**src/rtl/pft_pkg.sv**
```systemverilog
// Package: shared types for the pause-width frame transmitter.
// Assumes nothing beyond IEEE 1800-2017 enum support.
package pft_pkg;
    typedef enum logic [1:0] {
        ST_IDLE  = 2'd0,
        ST_BIT   = 2'd1,
        ST_CLOSE = 2'd2
    } pft_state_e;
endpackage

```
**src/rtl/pft_tick_counter.sv**
```systemverilog
// Tick counter: counts prescaler ticks within the current gap or bit period.
// Assumes clr has priority over a tick arriving in the same cycle.
module pft_tick_counter #(
    parameter int CNT_W = 8
) (
    input  logic             clk,
    input  logic             rst_n,
    input  logic             tick_en,
    input  logic             clr,
    output logic [CNT_W-1:0] cnt
);
    // Clear at each period boundary, otherwise advance once per tick.
    always_ff @(posedge clk) begin
        if (!rst_n)       cnt <= '0;
        else if (clr)     cnt <= '0;
        else if (tick_en) cnt <= cnt + 1'b1;
    end
endmodule

```
**src/rtl/pft_shifter.sv**
```systemverilog
// Shifter: holds the frame word and the number of bits still to send.
// Assumes len_i is already clamped to DATA_W and that load and shift never coincide.
module pft_shifter #(
    parameter int DATA_W = 16,
    parameter int LEN_W  = 5
) (
    input  logic              clk,
    input  logic              rst_n,
    input  logic              load,
    input  logic              shift,
    input  logic [DATA_W-1:0] data_i,
    input  logic [LEN_W-1:0]  len_i,
    output logic              cur_bit,
    output logic              last_bit
);
    logic [DATA_W-1:0] sr;
    logic [LEN_W-1:0]  left;

    // Load on an accepted start; drop the LSB after each finished bit.
    always_ff @(posedge clk) begin
        if (!rst_n) begin
            sr   <= '0;
            left <= '0;
        end else if (load) begin
            sr   <= data_i;
            left <= len_i;
        end else if (shift) begin
            sr   <= sr >> 1;
            left <= left - 1'b1;
        end
    end

    // Present the current bit and flag when it is the final one.
    always_comb begin
        cur_bit  = sr[0];
        last_bit = (left == LEN_W'(1));
    end
endmodule

```
**src/rtl/pft_sequencer.sv**
```systemverilog
// Sequencer: walks idle -> bits -> closing gap and drives the carrier enable.
// Assumes tick_en is a one-cycle pulse and ZERO_TICKS > PAUSE_TICKS >= 1.
module pft_sequencer
    import pft_pkg::*;
#(
    parameter int PAUSE_TICKS = 30,
    parameter int ONE_TICKS   = 150,
    parameter int ZERO_TICKS  = 90,
    parameter int CNT_W       = 8
) (
    input  logic             clk,
    input  logic             rst_n,
    input  logic             tick_en,
    input  logic             start_i,
    input  logic             len_zero,
    input  logic             cur_bit,
    input  logic             last_bit,
    input  logic [CNT_W-1:0] cnt,
    output logic             load,
    output logic             shift,
    output logic             clr,
    output logic             carrier_o,
    output logic             busy_o,
    output logic             done_o
);
    localparam logic [CNT_W-1:0] PAUSE_C = CNT_W'(PAUSE_TICKS);
    localparam logic [CNT_W-1:0] ONE_C   = CNT_W'(ONE_TICKS);
    localparam logic [CNT_W-1:0] ZERO_C  = CNT_W'(ZERO_TICKS);

    pft_state_e       state, state_nx;
    logic [CNT_W-1:0] limit;
    logic             accept, period_end;

    // Decode the current period length and the step events.
    always_comb begin
        limit      = (state == ST_BIT) ? (cur_bit ? ONE_C : ZERO_C) : PAUSE_C;
        accept     = start_i && (state == ST_IDLE);
        period_end = (state != ST_IDLE) && tick_en && (cnt == limit - 1'b1);
        load       = accept;
        shift      = (state == ST_BIT) && period_end;
        clr        = accept || period_end;
    end

    // Next-state selection.
    always_comb begin
        state_nx = state;
        unique case (state)
            ST_IDLE:  if (accept)     state_nx = len_zero ? ST_CLOSE : ST_BIT;
            ST_BIT:   if (period_end) state_nx = last_bit ? ST_CLOSE : ST_BIT;
            ST_CLOSE: if (period_end) state_nx = ST_IDLE;
            default:                  state_nx = ST_IDLE;
        endcase
    end

    // State register and the end-of-frame strobe.
    always_ff @(posedge clk) begin
        if (!rst_n) begin
            state  <= ST_IDLE;
            done_o <= 1'b0;
        end else begin
            state  <= state_nx;
            done_o <= (state == ST_CLOSE) && period_end;
        end
    end

    // Carrier is on when idle and in the on-part of a bit, off during gaps.
    always_comb begin
        busy_o = (state != ST_IDLE);
        unique case (state)
            ST_IDLE:  carrier_o = 1'b1;
            ST_BIT:   carrier_o = (cnt >= PAUSE_C);
            default:  carrier_o = 1'b0;
        endcase
    end

    // the tick count never reaches the end of the current period.
    a_r3_cnt_in_period: assert property (@(posedge clk) disable iff (!rst_n)
        busy_o |-> (cnt < limit));

    // an accepted start opens the frame with the carrier off.
    a_r4_start_opens: assert property (@(posedge clk) disable iff (!rst_n)
        (start_i && !busy_o) |=> (busy_o && !carrier_o));

    // done comes after a gap, with the carrier back on and busy dropped.
    a_r6_done_after_gap: assert property (@(posedge clk) disable iff (!rst_n)
        done_o |-> (carrier_o && !busy_o && $past(!carrier_o)));

    a_r6_done_single: assert property (@(posedge clk) disable iff (!rst_n)
        done_o |=> !done_o);

    // a start while busy with no tick cannot end or restart the frame.
    a_r7_busy_start_ignored: assert property (@(posedge clk) disable iff (!rst_n)
        (start_i && busy_o && !tick_en) |=> (busy_o && $stable(carrier_o)));

    // without a tick nothing moves while a frame is in progress.
    a_r10_no_tick_hold: assert property (@(posedge clk) disable iff (!rst_n)
        (busy_o && !tick_en) |=> $stable(carrier_o));

    generate
        if (PAUSE_TICKS >= 2) begin : g_gap_chk
            // a falling carrier stays off for at least the next cycle.
            a_r2_gap_holds: assert property (@(posedge clk) disable iff (!rst_n)
                $fell(carrier_o) |=> !carrier_o);
        end
    endgenerate
endmodule

```
**src/rtl/pause_frame_tx.sv**
```systemverilog
// Top: pause-width encoded frame transmitter for a reader-to-tag command.
// Assumes a prescaler tick on tick_en and ZERO_TICKS > PAUSE_TICKS.
module pause_frame_tx #(
    parameter int DATA_W      = 16,
    parameter int PAUSE_TICKS = 30,
    parameter int ONE_TICKS   = 150,
    parameter int ZERO_TICKS  = 90,
    parameter int LEN_W       = $clog2(DATA_W + 1)
) (
    input  logic              clk,
    input  logic              rst_n,
    input  logic              tick_en,
    input  logic              start_i,
    input  logic [DATA_W-1:0] data_i,
    input  logic [LEN_W-1:0]  nbits_i,
    output logic              carrier_o,
    output logic              busy_o,
    output logic              done_o
);
    localparam int MAX_T = (ONE_TICKS > ZERO_TICKS) ? ONE_TICKS : ZERO_TICKS;
    localparam int CNT_W = $clog2(MAX_T + 1);

    logic [LEN_W-1:0] len_eff;
    logic [CNT_W-1:0] cnt;
    logic             load, shift, clr, cur_bit, last_bit;

    // Clamp the requested bit count to the word width.
    always_comb begin
        len_eff = (nbits_i > LEN_W'(DATA_W)) ? LEN_W'(DATA_W) : nbits_i;
    end

    pft_tick_counter #(.CNT_W(CNT_W)) u_cnt (
        .clk     (clk),
        .rst_n   (rst_n),
        .tick_en (tick_en),
        .clr     (clr),
        .cnt     (cnt)
    );

    pft_shifter #(.DATA_W(DATA_W), .LEN_W(LEN_W)) u_shift (
        .clk      (clk),
        .rst_n    (rst_n),
        .load     (load),
        .shift    (shift),
        .data_i   (data_i),
        .len_i    (len_eff),
        .cur_bit  (cur_bit),
        .last_bit (last_bit)
    );

    pft_sequencer #(
        .PAUSE_TICKS (PAUSE_TICKS),
        .ONE_TICKS   (ONE_TICKS),
        .ZERO_TICKS  (ZERO_TICKS),
        .CNT_W       (CNT_W)
    ) u_seq (
        .clk       (clk),
        .rst_n     (rst_n),
        .tick_en   (tick_en),
        .start_i   (start_i),
        .len_zero  (len_eff == '0),
        .cur_bit   (cur_bit),
        .last_bit  (last_bit),
        .cnt       (cnt),
        .load      (load),
        .shift     (shift),
        .clr       (clr),
        .carrier_o (carrier_o),
        .busy_o    (busy_o),
        .done_o    (done_o)
    );
endmodule

```
**config.mk**
```make
export PLATFORM = sky130hd
export DESIGN_NAME = pause_frame_tx
export DESIGN_NICKNAME = d
export VERILOG_FILES = /design/src/rtl/pft_pkg.sv /design/src/rtl/pft_tick_counter.sv /design/src/rtl/pft_shifter.sv /design/src/rtl/pft_sequencer.sv /design/src/rtl/pause_frame_tx.sv
export SDC_FILE = /design/constraint.sdc
export NUM_CORES = 1
export LEC_CHECK = 0
export BUFFER_PORTS_ARGS = -buffer_cell sky130_fd_sc_hd__buf_2
export CAP_MARGIN = 5
export CORE_ASPECT_RATIO = 1.25
export CORE_MARGIN = 1
export CORE_UTILIZATION = 30
export DETAILED_ROUTE_END_ITERATION = 8
export GPL_ROUTABILITY_DRIVEN = 1
export HOLD_SLACK_MARGIN = 0.08
export SETUP_SLACK_MARGIN = 0.05
export SYNTH_ARGS = -nofsm -noshare
export SYNTH_HDL_FRONTEND = slang
export SYNTH_SLANG_ARGS = --single-unit
```
**constraint.sdc**
```tcl
create_clock -name clk -period 5.6 [get_ports clk]
set_input_delay 1.12 -clock clk [delete_from_list [all_inputs] [get_ports clk]]
set_output_delay 1.12 -clock clk [all_outputs]
set_load 0.005 [all_outputs]
```
After elaboration in Yosys (flattened, before gate mapping)
Cells that the tools add are included.
W data, S select, Z words.
{"block": "word_totals", "regBits": 32, "in_bits": 25, "out_inout_bits": 3, "elab_cells": 44}
{"block": "classes", "addsub": 3, "n_lt_le_gt_ge": 2, "eq_ne": 7, "mux": 14, "bitwise": 1, "reduce_logical": 12}
{"cell": "$mux W16", "n": 2}
{"cell": "$mux W8", "n": 2}
{"cell": "$mux W5", "n": 3}
{"cell": "$mux W2", "n": 5}
{"cell": "$add A8 B1 Y8 const B", "n": 1}
{"cell": "$eq A8 B8 Y1", "n": 1}
{"cell": "$ge A8 B5 Y1 const B", "n": 1}
{"cell": "$sub A8 B1 Y8 const B", "n": 1}
{"cell": "$pmux W2 S3", "n": 1}
{"cell": "$eq A5 B1 Y1 const B", "n": 1}
{"cell": "$gt A5 B5 Y1 const B", "n": 1}
{"cell": "$logic_and A1 B1 Y1", "n": 5}
{"cell": "$logic_not A5 Y1", "n": 1}
{"cell": "$sub A5 B1 Y5 const B", "n": 1}
{"cell": "$ne A2 B1 Y1 const B", "n": 2}
{"cell": "$reduce_bool A2 Y1", "n": 2}
{"cell": "$reduce_and A3 Y1", "n": 1}
{"cell": "$eq A2 B1 Y1 const B", "n": 1}
{"cell": "$eq A2 B2 Y1 const B", "n": 1}
{"cell": "$logic_not A2 Y1", "n": 1}
{"cell": "$ne A2 B2 Y1 const B", "n": 1}
{"cell": "$pmux W1 S2", "n": 1}
{"cell": "$reduce_or A2 Y1", "n": 1}
{"cell": "$logic_or A1 B1 Y1", "n": 1}
{"cell": "$not A1 Y1", "n": 1}

Longest topological paths before layout
Gate-level depths: netlist of run 1.
{"block": "logic_depth", "ltp_word": 8, "depth_mapped": 8}

Cells and area by module
Synthesis of run 1 repeated with hierarchy kept, for this count alone.
{"block": "hier_totals", "cells_unflattened": 197, "hier_area_um2": 1700.4}
{"mod": "pft_shifter", "instances": 1, "cells_per_inst": 118, "area_per_inst_um2": 1039.7, "seq_area_each_um2": 420.4}
{"mod": "pft_tick_counter", "instances": 1, "cells_per_inst": 38, "area_per_inst_um2": 339.1, "seq_area_each_um2": 160.2}
{"mod": "pft_sequencer", "instances": 1, "cells_per_inst": 34, "area_per_inst_um2": 265.3, "seq_area_each_um2": 60.1}
{"mod": "pause_frame_tx", "instances": 1, "cells_per_inst": 7, "area_per_inst_um2": 56.3, "seq_area_each_um2": 0.0}

Worst setup path after synthesis of run 1
No wires, ideal clock.
{"block": "synth_timing", "path_kind": "in2reg", "from": "in tick_en", "to": "reg u_shift.left[1]", "arrival_time_ns": 2.456, "t_required_ns": 5.538, "path_slack_ns": 3.082, "path_stages": 6, "n_path_buf": 2, "cell_sequence": "buf_2 -> nand4b_4 -> a2111o_1 -> buf_6 -> or4_1 -> nand3_1"}
{"block": "synth_between", "elab_chain_cells": 4}
{"element": "from (decl)", "line_no": "pause_frame_tx.sv:12", "text": "input logic tick_en,"}
{"element": "$logic_and A1 B1 Y1 (2 in series)", "line_no": "pft_sequencer.sv:38", "text": "period_end = (state != ST_IDLE) && tick_en && (cnt == limit - 1'b1);"}
{"element": "$logic_and A1 B1 Y1", "line_no": "pft_sequencer.sv:40", "text": "shift = (state == ST_BIT) && period_end;"}
{"element": "$reduce_bool A2 Y1 (no line)"}
{"element": "to (signal assigned)", "line_no": "pft_shifter.sv:26", "text": "left <= len_i;"}
{"element": "to (signal assigned)", "line_no": "pft_shifter.sv:29", "text": "left <= left - 1'b1;"}
{"element": "to (decl)", "line_no": "pft_shifter.sv:17", "text": "logic [LEN_W-1:0] left;"}
No other way between the ends.
A chain may end at the register's enable or synchronous reset.

Final worst setup path of run 1
{"block": "layout_timing", "from": "reg u_cnt.cnt[3]", "to": "out carrier_o"}
{"block": "layout_between", "elab_chain_cells": 2}
{"element": "from (decl)", "line_no": "pft_tick_counter.sv:10", "text": "output logic [CNT_W-1:0] cnt"}
{"element": "from (signal assigned)", "line_no": "pft_tick_counter.sv:16", "text": "else if (tick_en) cnt <= cnt + 1'b1;"}
{"element": "$ge A8 B5 Y1", "line_no": "pft_sequencer.sv:71", "text": "ST_BIT: carrier_o = (cnt >= PAUSE_C);"}
{"element": "$pmux W1 S2", "line_no": "pft_sequencer.sv:69", "text": "unique case (state)"}
{"element": "to (decl)", "line_no": "pause_frame_tx.sv:16", "text": "output logic carrier_o,"}
No other way between the ends.

==> flow_summary_export.csv, run 1 <==
group,metric,value,unit
setup_path,rr_worst_depth,4,
power_and_ir_drop,power.density,260,mW/mm^2
sta,finalCritPeriodShare,45.3,%
setup_path,crit_arrival,1.42,ns
setup_path,cp_data_required_time,4.48,ns
cts,clk_pin_slew,0.08,ns
placement,place.gp.congestion,0.719,
synth,synth_area,0.00182,mm^2
power_and_ir_drop,cellLeakagePower,0.734,nW
synth,ys_types,49,
drt,postRouteWirelength,4.03,mm
placement,dp.cells,290,
floorplan,die-area,0.00637,mm^2
synth,syn_inst,213,
cts,cts_resized,0,
sta,hold_viol,0,
synth,synthXorXnorAreaFrac,3.37,%
sta,maxSlewHeadroom,58.6,%
setup_path,critPathLaunchType,"register",
synth,synth_compound_gate_area_share,22.2,%
setup_path,cp_slowest_cell,"dfxtp_1",
synth,synthArstFlopShare,0,%
sta,rsz0062_at_grt,"no",
cts,htree_num_levels,2,
job,max_cap_violations,0,
drt,wire_per_inst,13.5,um
setup_path,worstReg2RegStart,"u_seq.state[0]",
setup_path,critPathTopFamily,"flip-flops",
floorplan,die_h,89.0,um
setup_path,critPathBufInv,1,
floorplan,row_count,31,
drt,firstDrtPassIters,4,
floorplan,die_w,71.6,um
min_path,hold_path.class,"reg2reg",
setup_path,crit_fanout,6,
synth,synth-seq-cells,32,
drt,drc,0,
synth,synthAdderAreaFrac,3.44,%
setup_path,crit_end,"carrier_o",
finish,diodes,0,
synth,synth_edf_count,0,
setup_path,critPathLaunch,"u_cnt.cnt[3]",
setup_path,rrSetupSlack,3.45,ns
drt,first_iter_violations,81,
drt,ant_nets,0,
finish,layout.nets,261,
cts,cts_buffers,5,
global_route,antenna_found_initial,0,
synth,syn_area_per_cell,8.53,um^2
sta,max_freq,394,MHz
cts,cts_sinks,32,
synth,synth_top_family_by_area,"simple AND/OR/NAND/NOR gates",
setup_path,r2r-end,"u_shift.sr[0]",
cts,postCtsSetupBuffers,0,
global_route,overflow,0,
cts,cts_hold_buf,0,
finish,post-route-util,35.6,%
sta,finalSetupTns,0,ns
synth,ys.flop_type,"dfxtp_1",
sta,tightestPinTransition,0.622,ns
finish,multiInputGateArea,0.00108,mm^2
sta,setup_violations,0,
setup_path,cpPeakStageDelay,0.48,ns
finish,final_common_cell,"dfxtp_1",
synth,synth_mux_area_share,1.38,%
placement,port_buffers,27,
global_route,grt_usage,13.9,%
cts,clk_latency,0.29,ns
synth,ys_seq_area_share,35.3,%
finish,mostFrequentLayoutCells,"32 x dfxtp_1, 27 x nor2_1, 27 x buf_2",
floorplan,pin_count,28,
finish,area_growth,14.0,%
setup_path,path_cells,"and3_1 -> o21ai_0 -> a21oi_1 -> buf_2",
finish,finalNonFillerCells,298,
global_route,grt_pass1_wl,6.92,mm
global_route,grt_pass1_vias,1536,
sta,slew_viol_final,0,
drt,dr_total_vias,1568,
floorplan,core_area,0.00582,mm^2
finish,final-seq-area,641,um^2
sta,finClkSkew,0.00795,ns
power_and_ir_drop,peakVddDrop,0.165,mV
global_route,grt_max_degree,31,
cts,tritoncts,"done",
finish,final_layout_size_suffix_gt1_share,20.3,%
sta,hold_ws,0.526,ns
setup_path,end_kind,"output pin",
run_status,status,"finished, final reports clean",
floorplan,initial_utilization,31.2,%
cts,clockBufferDepth,2,
min_path,worstHoldStart,"u_shift.sr[14]",
drt,vias_per_cell,5.26,
synth,synth-simple-area-share,28.7,%
synth,synth_nets,243,
setup_path,crit_type,"reg2out",
cts,cts-root-buf,"clkbuf_8",
finish,fill_cells,639,
sta,fin_crit,2.54,ns
synth,synth_warnings,0,
placement,dp_hpwl,2.67,mm
setup_path,critical_path_depth,4,
## cell families (layout without fill, tap and decap cells)
family,after synthesis,count (layout)
AO/OA/AOI/OAI,55,55
adder cells (fa/ha/maj),5,5
flip-flops,32,32
XOR/XNOR,7,7
multiplexers,2,2
buffers and inverters,21,40
AND/OR/NAND/NOR,91,91
## registers in the layout, summed over array words and instances, names as in the netlist
name / cells
u_shift.left: 5
u_cnt.cnt: 8
u_seq.done_o: 1
u_shift.sr: 16
u_seq.state: 2
## metal layers
metal  part of all wire, %  vias up  GRT usage [%]  wire (um)
met2                    46       21           23.2       1870
li1                      -      813              -          -
met1                    49      729           17.0       1960
met4                   1.5        0           6.60         61
met3                   3.5        5           3.27        140
met5                     0        -              0          0
## tightest hold or removal path: cells and delay by family (launching register included)
| kind | cells | cell delay (ns) |
|---|---|---|
| flops | 1 | 0.32 |
| simple gates | 1 | 0.09 |
| compound gates | 1 | 0.07 |
## synth_stat cells (all sizes together) (5+ instances only)
| master | instances | area, um^2 |
|---|---|---|
| ha | 5 | 62.6 |
| nor3 | 18 | 90.1 |
| buf | 8 | 53.8 |
| clkbuf | 9 | 33.8 |
| xor2 | 6 | 52.6 |
| o21ai | 21 | 105 |
| nor2 | 27 | 101 |
| dfxtp | 32 | 641 |
| nand3 | 5 | 25.0 |
| nor4b | 6 | 52.6 |
| a211oi | 16 | 120 |
| nand2 | 9 | 33.8 |
## power by group
part / total (mW) / internal [mW] / switching (mW)
registers: 0.253 / 0.241 / 0.0116
logic: 0.0610 / 0.0283 / 0.0326
clock network: 0.225 / 0.132 / 0.0931
## area by class of cell
| class | count | area share (%) |
|---|---|---|
| Clock buffer | 5 | 3.32 |
| Inverter | 4 | 0.725 |
| Clock inverter | 3 | 2.05 |
| Sequential cell | 32 | 30.9 |
| Multi-Input combinational cell | 160 | 52.1 |
| Timing Repair Buffer | 28 | 6.89 |
| Tap cell | 66 | 3.99 |
## worst min-delay path by stage
stage / end / slack [ns] / cells after the start
6_report: u_shift.sr[14] / 0.53 / 2
5_1_grt: u_shift.sr[8] / 0.54 / 2
4_1_cts: u_shift.sr[15] / 0.53 / 2
3_5_place_dp: u_shift.sr[7] / 0.51 / 2
3_3_place_gp: u_shift.sr[15] / 0.50 / 2
2_1_floorplan: u_shift.sr[15] / 0.49 / 2
## stage by stage
| step | power (mW) | worst slack, ns | instance area, um^2 |
|---|---|---|---|
| global route | 0.564 | 2.97 | 2070 |
| floorplan | 0.299 | 3.08 | 1820 |
| finish | 0.539 | 3.06 | 2070 |
| CTS | 0.546 | 3.03 | 2070 |
| global placement | 0.318 | 2.80 | 1960 |
| detailed placement | 0.319 | 2.79 | 1960 |
Note: power is estimated with default switching activity, not from simulation.
==> run 2: changes to the inputs <==
==> constraint.sdc (replaced) <==
create_clock -name clk -period 2.2 [get_ports clk]
set_input_delay 0.44 -clock clk [delete_from_list [all_inputs] [get_ports clk]]
set_output_delay 0.44 -clock clk [all_outputs]
set_load 0.005 [all_outputs]
==> run 2 against run 1 <==
Global-route usage is 0.065 points higher. Largest cell class unchanged. Via count is 2.2% higher. Largest power group unchanged. Highest routed layer unchanged. Flip-flop and latch count stayed put. Routed wire length is 2.4% higher. Sequential power grew to 2.5 times the previous value. Sequential share of layout area is 0.20 points lower.
==> flow_summary_export.csv, run 2 (synthesis results as in run 1) <==
group,metric,value,unit
run_status,status,"finished, final reports clean",
global_route,antenna_found_initial,0,
finish,post-route-util,35.8,%
min_path,hold_path.class,"in2reg",
power_and_ir_drop,power,1.26,mW
drt,firstDrtPassIters,4,
finish,fill_cells,621,
sta,finalCritPeriodShare,85.8,%
floorplan,die_h,89.0,um
global_route,grt_max_degree,31,
min_path,holdPathEnd,"u_shift.sr[15]",
drt,ant_nets,0,
power_and_ir_drop,power.density,603,mW/mm^2
global_route,overflow,0,
cts,clockBufferDepth,2,
power_and_ir_drop,peakVddDrop,0.342,mV
finish,mostFrequentLayoutCells,"32 x dfxtp_1, 27 x nor2_1, 27 x buf_2",
drt,first_iter_violations,85,
setup_path,cp_data_required_time,2.43,ns
cts,cts_resized,0,
sta,max_freq,530,MHz
setup_path,path_cells,"nor3b_2 -> mux2_4 -> or4_1 -> nand3_1",
sta,tightestPinTransition,0.516,ns
finish,final_layout_size_suffix_gt1_share,21.9,%
finish,layout.nets,266,
cts,cts-root-buf,"clkbuf_8",
placement,dp_hpwl,2.75,mm
setup_path,critPathLaunchType,"register",
floorplan,row_count,31,
setup_path,critPathBufInv,0,
drt,dr_total_vias,1603,
cts,clk_pin_slew,0.08,ns
setup_path,worstReg2RegStart,"u_seq.state[1]",
placement,placed_area,0.00200,mm^2
placement,port_buffers,27,
finish,diodes,0,
setup_path,rr_worst_depth,4,
finish,area_growth,14.7,%
finish,reg_top3,"u_shift.sr x16, u_cnt.cnt x8, u_shift.left x5",
min_path,worstHoldStart,"data_i[15]",
min_path,whs_path_depth,3,
floorplan,die-area,0.00637,mm^2
sta,rsz0062_at_grt,"no",
finish,final_common_cell,"dfxtp_1",
finish,regMostFlops,"u_shift.sr",
job,max_cap_violations,0,
cts,postCtsSetupBuffers,0,
cts,htree_num_levels,2,
cts,cts_buffers,5,
setup_path,end_kind,"register",
finish,multiInputGateArea,0.00108,mm^2
power_and_ir_drop,cellLeakagePower,0.751,nW
setup_path,rrSetupSlack,0.31,ns
setup_path,r2r-end,"u_shift.left[1]",
setup_path,critPathTopFamily,"simple AND/OR/NAND/NOR gates",
sta,slew_viol_final,0,
drt,drc,0,
cts,clk_latency,0.29,ns
drt,postRouteWirelength,4.12,mm
placement,place.gp.congestion,0.765,
finish,fin_area,0.00208,mm^2
sta,fin_crit,1.89,ns
global_route,grt_usage,14.0,%
drt,wire_per_inst,13.6,um
setup_path,cpPeakStageDelay,0.53,ns
floorplan,die_w,71.6,um
finish,largest_reg_flops,16,
drt,vias_per_cell,5.29,
sta,hold_viol,0,
sta,setup_violations,0,
setup_path,crit_fanout,28,
setup_path,crit_arrival,2.12,ns
cts,cts_hold_buf,0,
cts,tritoncts,"done",
floorplan,core_area,0.00582,mm^2
sta,maxSlewHeadroom,65.5,%
finish,final-seq-area,641,um^2
sta,finalSetupTns,0,ns
floorplan,initial_utilization,31.2,%
cts,cts_sinks,32,
floorplan,pin_count,28,
global_route,grt_pass1_wl,7.01,mm
sta,finClkSkew,0.0126,ns
setup_path,crit_type,"reg2reg",
setup_path,cp_slowest_cell,"or4_1",
global_route,grt_pass1_vias,1494,
run 2: cell types whose count changed in the layout (fill, tap and decap cells not counted), sizes merged:
cell      before  now
buf           28   33
bufinv         1    0
clkinv         1    3
clkinvlp       1    0
run 2: power breakdown:
group	internal (mW)	total (mW)	switching [mW]
Clock	0.220	0.450	0.229
Sequential	0.614	0.639	0.0249
Combinational	0.0774	0.167	0.0897
run 2: metrics by stage:
| step | hold slack, ns | setup slack [ns] | cells |
|---|---|---|---|
| after floorplan | 0.487 | 0.362 | 213 |
| after global placement | 0.511 | 0.347 | 295 |
| after detailed placement | 0.509 | 0.331 | 295 |
| after CTS | 0.387 | 0.312 | 303 |
| after global routing | 0.417 | 0.188 | 303 |
| final | 0.396 | 0.311 | 303 |
run 2: worst min-delay path, stage by stage:
cell and delay [ns]:
buf_2 0.09, nand2_1 0.04, a21boi_0 0.06
run 2: how the worst max path moves through the flow:
stage | start | end | slack (ns) | cells past startpoint
4_1_cts | u_cnt.cnt[7] | u_shift.left[1] | 0.31 | 4
2_1_floorplan | tick_en | u_shift.left[1] | 0.36 | 6
3_3_place_gp | u_cnt.cnt[7] | u_shift.left[1] | 0.35 | 4
5_1_grt | u_seq.state[1] | u_shift.sr[0] | 0.19 | 5
6_report | u_seq.state[1] | u_shift.left[1] | 0.31 | 4
3_5_place_dp | u_cnt.cnt[7] | u_shift.left[1] | 0.33 | 4
run 2: area by class of cell:
class / count / area share [%]
multi-input combinational: 160 / 51.7
sequential: 32 / 30.7
timing repair buffer: 33 / 8.64
tap: 66 / 3.96
clock buffer: 5 / 3.30
clock inverter: 3 / 0.900
inverter: 4 / 0.720
run 2: routing by layer:
metal  part of all wire, %  wire [um]  track usage, %
met3                   3.9        162            3.49
met2                    45       1860            22.9
met5                     0          0               0
met1                    50       2050            17.8
met4                   1.1         45            5.35
